File: config.mk
export PLATFORM = sky130hd
export DESIGN_NAME = flash_seq
export DESIGN_NICKNAME = d
export VERILOG_FILES = /design/src/rtl/flash_seq.sv
export SDC_FILE = /design/constraint.sdc
export NUM_CORES = 1
export LEC_CHECK = 0
export ABC_AREA = 1
export BUFFER_PORTS_ARGS = -buffer_cell sky130_fd_sc_hd__buf_2
export CORE_ASPECT_RATIO = 1.1
export CORE_MARGIN = 4
export CORE_UTILIZATION = 60
export DETAILED_ROUTE_END_ITERATION = 16
export PLACE_DENSITY_LB_ADDON = 0.25
export SLEW_MARGIN = 5
export SYNTH_ARGS = -nofsm -noshare
export SYNTH_HDL_FRONTEND = slang
export SYNTH_SLANG_ARGS = --single-unit
File: constraint.sdc
create_clock -name clk -period 3.37 [get_ports clk]
set_input_delay 0.337 -clock clk [delete_from_list [all_inputs] [get_ports clk]]
set_output_delay 0.337 -clock clk [all_outputs]
set_load 0.1 [all_outputs]
File: src/rtl/flash_seq.sv
module flash_seq #(
  parameter int SEQ_W     = 8,
  parameter int CNT_W     = 16,
  parameter int MAX_DUMMY = 64
) (
  input  logic               clk,
  input  logic               rst_n,
  input  logic               start,
  input  logic [31:0]        start_word,
  output logic [SEQ_W+1:0]   tbl_addr,
  input  logic [31:0]        tbl_word,
  input  logic [7:0]         tx_data,
  input  logic               tx_empty,
  output logic               tx_pop,
  output logic [7:0]         rx_data,
  output logic               rx_push,
  input  logic               done_clr,
  input  logic               irq_en,
  output logic               busy,
  output logic               done,
  output logic               irq,
  output logic               cs_n,
  output logic               sck,
  output logic [3:0]         io_out,
  output logic [3:0]         io_oe,
  input  logic [3:0]         io_in
);
  localparam int DW = $clog2(MAX_DUMMY + 1) < 4 ? 4 : $clog2(MAX_DUMMY + 1);
  localparam int LW = CNT_W;
  localparam logic [5:0] OP_CMD = 6'd1, OP_DUMMY = 6'd3, OP_MODE = 6'd4,
                         OP_READ = 6'd7, OP_WRITE = 6'd8;

  typedef enum logic [2:0] {S_IDLE, S_FETCH, S_LOAD, S_RUN, S_FIN} st_t;
  typedef enum logic [1:0] {K_OUT, K_DUM, K_RD, K_WR} kind_t;

  st_t              st;
  kind_t            kind;
  logic [SEQ_W-1:0] seq;
  logic [CNT_W-1:0] cnt;
  logic [2:0]       step;
  logic [1:0]       pad;
  logic             ph;
  logic [7:0]       sh, nxt_sh;
  logic [LW-1:0]    left;
  logic [DW-1:0]    grp;
  logic [3:0]       bits, mask;

  wire [15:0]   ins  = step[0] ? tbl_word[31:16] : tbl_word[15:0];
  wire [5:0]    opc  = ins[15:10];
  wire [1:0]    ipad = ins[9:8];
  wire [7:0]    opr  = ins[7:0];
  wire [DW-1:0] ipb  = (ipad == 2'd0) ? DW'(8) : (ipad == 2'd1) ? DW'(4) : DW'(2);
  wire [DW-1:0] gpb  = (pad == 2'd0) ? DW'(8) : (pad == 2'd1) ? DW'(4) : DW'(2);
  wire [DW-1:0] dcnt = (32'(opr) > MAX_DUMMY) ? DW'(MAX_DUMMY) : DW'(opr);
  wire          last = (step == 3'd7);
  wire          drv  = (st == S_RUN) && (kind == K_OUT || kind == K_WR);

  always_comb begin
    case (pad)
      2'd0:    begin nxt_sh = {sh[6:0], io_in[0]};   bits = {3'b0, sh[7]};   mask = 4'h1; end
      2'd1:    begin nxt_sh = {sh[5:0], io_in[1:0]}; bits = {2'b0, sh[7:6]}; mask = 4'h3; end
      default: begin nxt_sh = {sh[3:0], io_in};      bits = sh[7:4];         mask = 4'hF; end
    endcase
  end

  assign tbl_addr = {seq, step[2:1]};
  assign busy     = (st != S_IDLE);
  assign cs_n     = (st == S_IDLE);
  assign sck      = (st == S_RUN) && ph;
  assign io_out   = drv ? bits : 4'h0;
  assign io_oe    = drv ? mask : 4'h0;
  assign tx_pop   = (st == S_LOAD) && !tx_empty;
  assign irq      = done & irq_en;

  always_ff @(posedge clk or negedge rst_n) begin
    if (!rst_n) begin
      st <= S_IDLE; kind <= K_OUT; seq <= '0; cnt <= '0; step <= '0; pad <= '0;
      ph <= 1'b0; sh <= '0; left <= '0; grp <= '0; rx_data <= '0; rx_push <= 1'b0;
      done <= 1'b0;
    end else begin
      rx_push <= 1'b0;
      if (st == S_FIN) done <= 1'b1;
      else if (done_clr) done <= 1'b0;
      case (st)
        S_IDLE: if (start) begin
          seq  <= start_word[31 -: SEQ_W];
          cnt  <= start_word[CNT_W-1:0];
          step <= '0;
          st   <= S_FETCH;
        end
        S_FETCH: begin
          pad <= ipad;
          ph  <= 1'b0;
          case (opc)
            OP_CMD, OP_MODE: begin
              sh <= opr; kind <= K_OUT; left <= LW'(1); grp <= ipb; st <= S_RUN;
            end
            OP_DUMMY:
              if (opr == 8'd0) begin st <= last ? S_FIN : S_FETCH; step <= step + 3'd1; end
              else begin kind <= K_DUM; left <= LW'(1); grp <= dcnt; st <= S_RUN; end
            OP_READ:
              if (cnt == '0) begin st <= last ? S_FIN : S_FETCH; step <= step + 3'd1; end
              else begin kind <= K_RD; left <= LW'(cnt); grp <= ipb; st <= S_RUN; end
            OP_WRITE:
              if (cnt == '0) begin st <= last ? S_FIN : S_FETCH; step <= step + 3'd1; end
              else begin kind <= K_WR; left <= LW'(cnt); st <= S_LOAD; end
            default: st <= S_FIN;
          endcase
        end
        S_LOAD: if (!tx_empty) begin
          sh <= tx_data; grp <= gpb; ph <= 1'b0; st <= S_RUN;
        end
        S_RUN:
          if (!ph) ph <= 1'b1;
          else begin
            ph <= 1'b0;
            if (kind != K_DUM) sh <= nxt_sh;
            if (grp != DW'(1)) grp <= grp - DW'(1);
            else begin
              if (kind == K_RD) begin rx_data <= nxt_sh; rx_push <= 1'b1; end
              if (left != LW'(1)) begin
                left <= left - LW'(1);
                if (kind == K_WR) st <= S_LOAD;
                else grp <= gpb;
              end else begin
                st <= last ? S_FIN : S_FETCH;
                step <= step + 3'd1;
              end
            end
          end
        S_FIN: st <= S_IDLE;
        default: st <= S_IDLE;
      endcase
    end
  end
endmodule


# After elaboration in Yosys (flattened, before gate mapping)
# Cells that the tools add are included.
dict set report word_totals {
  register_bits 76
  elab_cells 151
}
dict set report op_classes {
  add_sub_neg 3
  order_cmp 1
  eq_ne 39
  n_mux 65
  bitwise 2
  reduce_logical 28
}
# operator count
set op_table {}
lappend op_table {{16-bit two-way mux} 6}
lappend op_table {{7-bit two-way mux} 8}
lappend op_table {{3-bit two-way mux} 18}
lappend op_table {{16-bit case mux with 3 select lines} 1}
lappend op_table {{7-bit case mux with 3 select lines} 2}
lappend op_table {{8-bit two-way mux} 4}
lappend op_table {{16-bit case mux with 2 select lines} 1}
lappend op_table {{3-bit case mux with 4 select lines} 2}
lappend op_table {{8-bit case mux with 3 select lines} 1}
lappend op_table {{3-bit inequality test, second input constant} 6}
lappend op_table {{16-bit zero test} 1}
lappend op_table {{4-bit two-way mux} 4}
lappend op_table {{16-bit by 1-bit inequality test with 1-bit output, second input constant} 1}
lappend op_table {{2-bit inequality test, second input constant} 8}
lappend op_table {{4-bit case mux with 2 select lines} 2}
lappend op_table {{8-bit case mux with 2 select lines} 1}
lappend op_table {{8-bit AND reduction} 2}
lappend op_table {{16-bit by 1-bit subtractor with 16-bit output, second input constant} 1}
lappend op_table {{5-bit AND reduction} 3}
lappend op_table {{6-bit by 3-bit equality test with 1-bit output, second input constant} 2}
lappend op_table {{3-bit case mux with 3 select lines} 1}
lappend op_table {{3-bit nonzero test} 3}
lappend op_table {{8-bit by 7-bit > comparator with 1-bit output, second input constant} 1}
lappend op_table {{8-bit zero test} 1}
lappend op_table {{34 further kinds} 58}

# Longest topological paths before layout
# Gate-level depths: netlist of the first run.
dict set report depth {
  ltp_word 8
  mapped_depth 14
  ltp_nobuf 13
}

# Least setup slack after synthesis of the first run
# Ideal clock, no wire load.
dict set report synth_timing {
  kind {flip-flop to output port}
  startpoint {register st[2]}
  endpoint {output port io_out[1]}
  arrival_ns 3.218
  t_required_ns 3.033
  slack_ns -0.185
  stages_incl_launch_ff 7
  path_buffers 0
  path_cell_list {dfrtp_1 -> nor2_4 -> inv_4 -> nor2_8 -> nand2_1 -> nor2_1 -> a32o_1}
}
dict set report synth_via {
  elab_chain_len 3
}
# element line_no
set synth_rtl {}
lappend synth_rtl {{start: declaration} 36} ;# st_t st;
lappend synth_rtl {{start signal: assignment} 99} ;# if (opr == 8'd0) begin st <= last ? S_FIN : S_FETCH; step <= step + 3'd1; end
lappend synth_rtl {{start signal: assignment} 102} ;# if (cnt == '0) begin st <= last ? S_FIN : S_FETCH; step <= step + 3'd1; end
lappend synth_rtl {{start signal: assignment} 105} ;# if (cnt == '0) begin st <= last ? S_FIN : S_FETCH; step <= step + 3'd1; end
lappend synth_rtl {{3-bit by 2-bit equality test with 1-bit output} 56} ;# wire drv = (st == S_RUN) && (kind == K_OUT || kind == K_WR);
lappend synth_rtl {{1-bit logical AND} 56}
lappend synth_rtl {{4-bit two-way mux} 70} ;# assign io_out = drv ? bits : 4'h0;
lappend synth_rtl {{end: declaration} 24} ;# output logic [3:0] io_out,
# Every way passes these cells.

# Worst setup path in the final report of the first run
# Ends and elaborated chain as after synthesis.

==> results of run 1 <==
==> final cells by class <==
class | instances | area, sq um | area share [%]
multi-input combinational | 558 | 2811 | 47.19
sequential | 76 | 1902 | 31.92
timing repair buffer | 109 | 555.5 | 9.324
inverter | 90 | 342.8 | 5.754
tap | 111 | 138.9 | 2.331
clock buffer | 10 | 137.6 | 2.310
clock inverter | 6 | 70.07 | 1.176
==> how the worst max path moves through the flow <==
stage,cells past startpoint,endpoint,from
6_report,7,io_out[1],st[2]$_DFFE_PN0P_
5_1_grt,7,io_out[1],st[2]$_DFFE_PN0P_
4_1_cts,7,io_out[1],st[2]$_DFFE_PN0P_
3_5_place_dp,10,left[2]$_DFFE_PN0P_,step[0]$_DFFE_PN0P_
3_3_place_gp,10,left[2]$_DFFE_PN0P_,step[0]$_DFFE_PN0P_
2_1_floorplan,5,io_out[2],st[2]$_DFFE_PN0P_
==> cells in the final DEF (no fill, tap or decap), types with 10 or more instances in the layout <==
| cell | synthesis | routed |
|---|---|---|
| nand2_1 | 255 | 255 |
| buf_2 | 2 | 105 |
| inv_1 | 82 | 82 |
| dfrtp_1 | 76 | 76 |
| nor2_1 | 69 | 68 |
| nand3_1 | 58 | 58 |
| o21ai_0 | 40 | 40 |
| nand2_2 | 20 | 20 |
| a21oi_1 | 13 | 13 |
| clkbuf_8 | 0 | 10 |
==> flip-flops by register name, indices dropped and copies added (netlist names), 2 cells and up <==
register / count
cnt: 16
grp: 7
kind: 2
left: 16
pad: 2
rx_data: 8
seq: 8
sh: 8
st: 3
step: 3
==> critical path: stages, from the launching register on <==
cell and delay (ns):
dfrtp_1 0.46, nor2_4 0.17, inv_4 0.09, nor2_8 0.28, nand2_1 0.21, inv_1 0.14
a32o_1 0.17, buf_2 0.42
==> through the flow <==
step / std cells / setup WS [ns] / total power [mW]
2_1_floorplan: 749 / 0.04569 / 4.848
4_1_cts: 960 / 0.7314 / 6.299
3_3_place_gp: 944 / 0.9127 / 5.408
5_1_grt: 960 / 0.5523 / 6.804
3_5_place_dp: 944 / 0.8890 / 5.529
6_report: 960 / 0.7263 / 6.315
==> per-layer routing <==
| layer | track usage, % | share of wire [%] | wire length (um) |
|---|---|---|---|
| met3 | 5.956 | 6.8 | 922 |
| met4 | 12.84 | 3.7 | 497 |
| met5 | 0 | 0 | 0 |
| met2 | 48.52 | 50 | 6758 |
| met1 | 30.62 | 39 | 5322 |
==> cell families after synthesis <==
| group | synth area share (%) |
|---|---|
| and+or+nand+nor | 39.35 |
| buffers and inverters | 9.669 |
| AOI/OAI and AO/OA | 10.15 |
| DFF | 36.47 |
| xor gates and xnor gates | 2.016 |
| adders and majority gates | 2.159 |
| muxes | 0.1919 |
==> where the power goes <==
group	internal [mW]	switching [mW]	total [mW]
registers	1.27	0.306	1.57
clock network	0.367	0.383	0.750
logic	1.03	2.96	3.99
==> run metrics, run 1 <==
Startpoint Class flip-flop; Final ANT Viol Nets 0; Final Critical Period 2.644 ns; largest net degree at the start of global routing 77; average cell area after synthesis 6.963 sq um; Async SR Flop Fraction 100.0%; worst setup path category reg -> out; area delta synth->final 14.25%; die area 0.01025 sq mm; nets 935; # H-tree levels 3; endpoints failing hold 0; hold buffer count at cts 0; power per standard cell area 1060 mW/mm^2; first-pass GRT wire length 23010 um; DRT Pass-1 Iters 7; setup bufs post-CTS 0; CTS tree yes; Worst Path Required 3.03 ns; initial antenna violation count 0; clk_skew 0.01067 ns; vias per inst 5.459; Slew Viols, Final 0; r2r endpoint left[13]$_DFFE_PN0P_; Placer Congestion 0.9409; Hold WC Path Type in -> async; VDD IR max 0.9812 mV; Crit Path Max Fanout 18; endpoints failing setup 0; IO Pins 115; Post-DP HPWL 10080 um; worst reg-to-reg setup slack 0.80 ns; Final Cell Area 0.005958 sq mm; Starting Density 62.02%; root buffer cell clkbuf_8; Seq cells post-synth 76; Reg2Reg Depth 10; Yosys cell types 47; critical path endpoint category output port; worst hold slack 0.09771 ns; clock slew at reported path FFs 0.09 ns; Leak 3.279 nW; Post-Syn Instances 749; post-synth top area share 36.47%; total CTS buffers 9; most frequent cells after synthesis 255 x nand2_1, 82 x inv_1, 76 x dfrtp_1; clock buffer depth 2; f_max 378.3 MHz; number of global-route vias before repair 5127; drt initial violations 332; relative max-transition margin 33.93%; RSZ-0062 raised after global routing no; layout cells sized above 1 22.38%; worst endpoint data arrival time 2.31 ns; Post-synth EDFFs 0; mapped cell area 0.005215 sq mm; Chip Height 105.8 um; Diodes inserted 0; largest cells by area after synthesis dfrtp_1 36%, nand2_1 18%, inv_1 5.9%; die width 96.89 um; final worst-path cycle share 78.45%; Max-Cap Viols 0; Via Count 5241; grt ovf 0; core area 0.008408 sq mm; outcome complete, no violations; syn nets 840; Placed Area 0.005751 sq mm; fillcell total 744; post_cts resized 0; Total Routed Length 13500 um; Syn. warnings 0; Port Buffers 106; Core Util, Final 70.86%; Setup TNS 0 ns; worst r2r src step[0]$_DFFE_PN0P_; clock sink count 76; row count 35; Worst Max-Slew Pin Slew 0.9911 ns; Seq/Total Area, Yosys 36.47%; most frequent cell after synthesis nand2_1; wire length per cell 14.06 um; Post-route DRC 0; ys flop type dfrtp_1; total global-route track usage 27.14%; Yosys top cell by area dfrtp_1; insertion delay to the later sink of the worst-skew pair 0.37 ns
Note: power is estimated with default switching activity, not from simulation.
==> inputs of run 2 (changes only) <==
- CORE_UTILIZATION: 60 -> 50
- clock period: 3.37 -> 2.3 ns (I/O delays scaled with it)
==> run metrics, run 2 (same netlist as run 1, synthesis figures left out) <==
die area 0.01213 sq mm; Startpoint Class flip-flop; area delta synth->final 21.23%; VDD IR max 1.383 mV; row count 38; Placed Area 0.006082 sq mm; CTS tree yes; insertion delay to the later sink of the worst-skew pair 0.35 ns; Via Count 5142; Max-Cap Viols 0; CP top delay family simple AND/OR/NAND/NOR gates; clock sink count 76; Chip Height 115.1 um; initial antenna violation count 0; RSZ-0062 raised after global routing no; Crit Path Max Fanout 5; power per standard cell area 1527 mW/mm^2; fillcell total 950; final worst-path cycle share 94.77%; largest net degree at the start of global routing 42; total global-route track usage 22.40%; first-pass GRT wire length 22260 um; setup ws final 0.1203 ns; Hold WC Path Type in -> reg; Worst Max-Slew Pin Slew 0.5754 ns; Critical Path Slowest Stage Cell dfrtp_1; Post-DP HPWL 10360 um; critical path endpoint category output port; Tot Pwr 9.656 mW; worst endpoint data arrival time 1.95 ns; Crit path largest cell delay 0.47 ns; endpoints failing hold 0; crit-path cells nor2_4 -> inv_4 -> nor2_8 -> nand2_2 -> nor2_4 -> a32o_2 -> buf_12; worst setup path category reg -> out; Worst Path Required 2.07 ns; Final Cell Area 0.006322 sq mm; DRT Pass-1 Iters 5; vias per inst 5.106; nets 954; Leak 3.410 nW; wire length per cell 13.21 um; die width 105.4 um; clock slew at reported path FFs 0.08 ns; IO Pins 115; Final Critical Period 2.180 ns; root buffer cell clkbuf_8; clk_skew 0.01411 ns; Most Frequent Cell on Critical Path nor2_4; clock buffer depth 2; Final ANT Viol Nets 0; f_max 458.8 MHz; grt ovf 0; endpoints failing setup 0; most frequent cells in the layout 253 x nand2_1, 97 x buf_2, 81 x inv_1; Slew Viols, Final 0; Post-route DRC 0; Starting Density 51.98%; biggest regs cnt x16, left x16; drt initial violations 319; outcome complete, no violations; # H-tree levels 3; Port Buffers 106; layout cells sized above 1 24.80%; Total Routed Length 13300 um; Placer Congestion 0.9110; relative max-transition margin 61.41%; worst path bufs/invs 2; total CTS buffers 9; number of global-route vias before repair 4991; Diodes inserted 0; core area 0.01003 sq mm; dpl ws 0.006514 ns; most common cell after layout, fill and taps aside nand2_1
-- run 2: cell types whose count changed in the layout (fill, tap and decap cells not counted), sizes merged --
cell / delta
buf: +18
clkinv: +2
clkinvlp: -1
dlygate4sd3: +1
inv: -2
-- run 2: path summary, 6_finish.rpt --
kind                               startpoint                   to  slack, ns  cells past startpoint
max                         st[2]$_DFFE_PN0P_            io_out[1]       0.12                      7
min                                  done_clr     done$_DFFE_PN0P_       0.06                      2
max reg2reg                 st[2]$_DFFE_PN0P_  step[1]$_DFFE_PN0P_       0.19                     10
min reg2reg                seq[2]$_DFFE_PN0P_   seq[2]$_DFFE_PN0P_       0.47                      2
max in group asynchronous               rst_n   grp[0]$_DFFE_PN0P_       1.28                      3
min in group asynchronous               rst_n    sh[7]$_DFFE_PN0P_       0.40                      2
-- run 2: per-stage QoR --
step / hold WS, ns / TNS (ns) / utilization [%] / std cells
detailed placement: 0.2373 / 0 / 60.63 / 987
floorplan: -0.06559 / -0.2946 / - / 749
global placement: 0.2359 / 0 / 60.63 / 987
finish: 0.05704 / 0 / 63.02 / 1007
global route: 0.04790 / 0 / 63.02 / 1007
CTS: 0.04265 / 0 / 62.87 / 1005
-- run 2: where the power goes --
group	switching (mW)	total [mW]	internal, mW
Sequential	0.421	2.28	1.86
Combinational	4.47	6.33	1.86
Clock	0.512	1.04	0.529
Total	5.40	9.66	4.25
-- run 2: metal layers --
layer,routed length [um],GRT usage [%],part of all wire (%)
met1,5596,27.06,42
met2,6498,40.14,49
met3,865,4.043,6.5
met4,342,8.049,2.6
met5,0,0,0
-- run 2: timing repair --
| action | CTS | global route |
|---|---|---|
| cloned | 0 | 0 |
| setup buffers | 2 | 2 |
| hold buffers | 1 | 0 |
| pin swaps | 1 | 1 |
| endpoints found under the setup margin | 6 | 19 |
| endpoints found under the hold margin | 19 | 0 |
| gates resized for setup | 1 | 1 |
-- run 2: layout make-up --
class | instances | area, sq um | area share (%)
flip-flops and latches | 76 | 1902 | 30.08
inverters | 90 | 346.6 | 5.482
multi-input cells | 558 | 2843 | 44.96
clock inverters | 5 | 60.06 | 0.9499
repair buffers | 128 | 858.3 | 13.58
well taps | 140 | 175.2 | 2.771
clock buffers | 10 | 137.6 | 2.177
-- run 2: worst register-to-register path, cell delays in order, from the launching register on --
cell and delay (ns):
dfrtp_1 0.48, nor2_4 0.08, inv_4 0.13, nor2_8 0.07, buf_4 0.18, nand2_1 0.11
nand2_1 0.10, a211oi_1 0.52, nand2_1 0.20, nand2_1 0.09, nand2_1 0.05
==> inputs of run 3 (changes only) <==
- BUFFER_PORTS_ARGS: -buffer_cell sky130_fd_sc_hd__buf_2 -> unset
- CORE_UTILIZATION: 50 -> 58
- DONT_BUFFER_PORTS: unset -> 1
- SKIP_LAST_GASP: unset -> 1
==> run metrics, run 3 (same netlist as run 1, synthesis figures left out) <==
dpl ws 0.05317 ns; Hold WC Path Type in -> reg; total CTS buffers 9; drt initial violations 230; most common cell after layout, fill and taps aside nand2_1; Startpoint Class flip-flop; met3 wire length 935 um; clock slew at reported path FFs 0.08 ns; Final ANT Viol Nets 0; wire length per cell 14.85 um; fillcell total 742; CTS tree yes; endpoints failing setup 0; critical path endpoint category output port; Starting Density 59.07%; Final Critical Period 2.164 ns; power per standard cell area 1580 mW/mm^2; core area 0.008828 sq mm; VDD IR max 1.059 mV; area delta synth->final 19.48%; die area 0.01057 sq mm; relative max-transition margin 41.72%; clock sink count 76; worst endpoint data arrival time 1.93 ns; biggest regs cnt x16, left x16; most frequent cells in the layout 253 x nand2_1, 81 x inv_1, 76 x dfrtp_1; Crit Path Max Fanout 7; Via Count 5143; Final Cell Area 0.006231 sq mm; number of global-route vias before repair 5052; worst reg-to-reg setup slack 0.17 ns; Slew Viols, Final 0; f_max 462.0 MHz; Diodes inserted 0; Leak 3.242 nW; setup ws final 0.1355 ns; total global-route track usage 26.51%; layout cells sized above 1 17.50%; root buffer cell clkbuf_8; Placer Congestion 0.9107; Max-Cap Viols 0; Total Routed Length 13830 um; Worst Path Required 2.07 ns; DRT Pass-1 Iters 5; clock buffer depth 2; die width 98.41 um; vias per inst 5.524; RSZ-0062 raised after global routing no; endpoints failing hold 0; worst setup path category reg -> out; Top Metal Used met4; Port Buffers 0; clk_skew 0.006813 ns; Post-DP HPWL 9985 um; met2 WL 7058 um; Placed Area 0.005654 sq mm; Post-route DRC 0; Layout Cells excl Fill 931; Chip Height 107.5 um; area occupied by multi-input gates 0.002879 sq mm; initial antenna violation count 0; IO Pins 115; largest net degree at the start of global routing 77; Met1 Wirelength 5425 um; outcome complete, no violations; Inst Count DP 882; grt ovf 0; nets 903; final worst-path cycle share 94.11%; row count 36; insertion delay to the later sink of the worst-skew pair 0.36 ns; # H-tree levels 3; first-pass GRT wire length 22840 um; Worst Max-Slew Pin Slew 0.8748 ns; flip-flop and latch area 0.001902 sq mm
-- run 3: changes by cell type in the layout (fill, tap and decap cells not counted), moves of 2 or more --
cell,change
nor3_4,+2
buf_4,+25
buf_12,-5
nor2_1,-2
nor3_2,-2
buf_2,-97
nor2_2,+2
dlygate4sd3_1,+25
-- run 3: layout make-up --
| type | instances | area share, % |
|---|---|---|
| Inverter | 90 | 5.562 |
| Multi-Input combinational cell | 558 | 46.20 |
| Sequential cell | 76 | 30.52 |
| Clock buffer | 9 | 1.988 |
| Tap cell | 114 | 2.289 |
| Timing Repair Buffer | 77 | 11.85 |
| Clock inverter | 7 | 1.586 |
-- run 3: what timing repair did --
action,CTS,global route
hold endpoints to repair,101,0
setup buffers,0,6
hold buffers,27,0
setup endpoints to repair,3,23
pin swaps,0,2
gates resized for setup,1,3
-- run 3: critical path: stages (launching register included) --
cell	delay, ns
dfrtp_1	0.47
nor2_4	0.18
inv_4	0.09
nor2_8	0.18
inv_1	0.19
nor2_4	0.16
buf_4	0.31
-- run 3: stage by stage --
step	hold WS (ns)	total power, mW	util, %	setup TNS [ns]
finish	0.03828	9.845	70.58	0
detailed placement	-0.06135	8.406	64.04	0
CTS	0.01575	9.665	69.86	0
global route	0.02791	10.58	70.58	0
floorplan	-0.06559	7.154	-	-0.2946
global placement	-0.06168	8.253	64.04	0
-- run 3: worst paths after layout --
path                                      from             endpoint  cells after the start
max                          st[2]$_DFFE_PN0P_                  sck                      6
min                             start_word[11]  cnt[11]$_DFFE_PN0P_                      2
max reg2reg                step[0]$_DFFE_PN0P_  left[0]$_DFFE_PN0P_                     12
min reg2reg                left[1]$_DFFE_PN0P_  left[1]$_DFFE_PN0P_                      2
max in group asynchronous                rst_n   grp[4]$_DFFE_PN0P_                      2
min in group asynchronous                rst_n  step[0]$_DFFE_PN0P_                      2
-- run 3: metal layers --
layer  vias to the layer above  global-route usage, %
met3                        41                  4.796
met2                       205                  47.58
met1                      2397                  30.60
met5                         -                      0
met4                         0                  12.10
li1                       2500                      -
-- run 3: where the power goes --
group / internal, mW / total (mW) / switching [mW]
Clock: 0.618 / 1.15 / 0.533
Sequential: 1.86 / 2.25 / 0.395
Combinational: 1.89 / 6.44 / 4.55
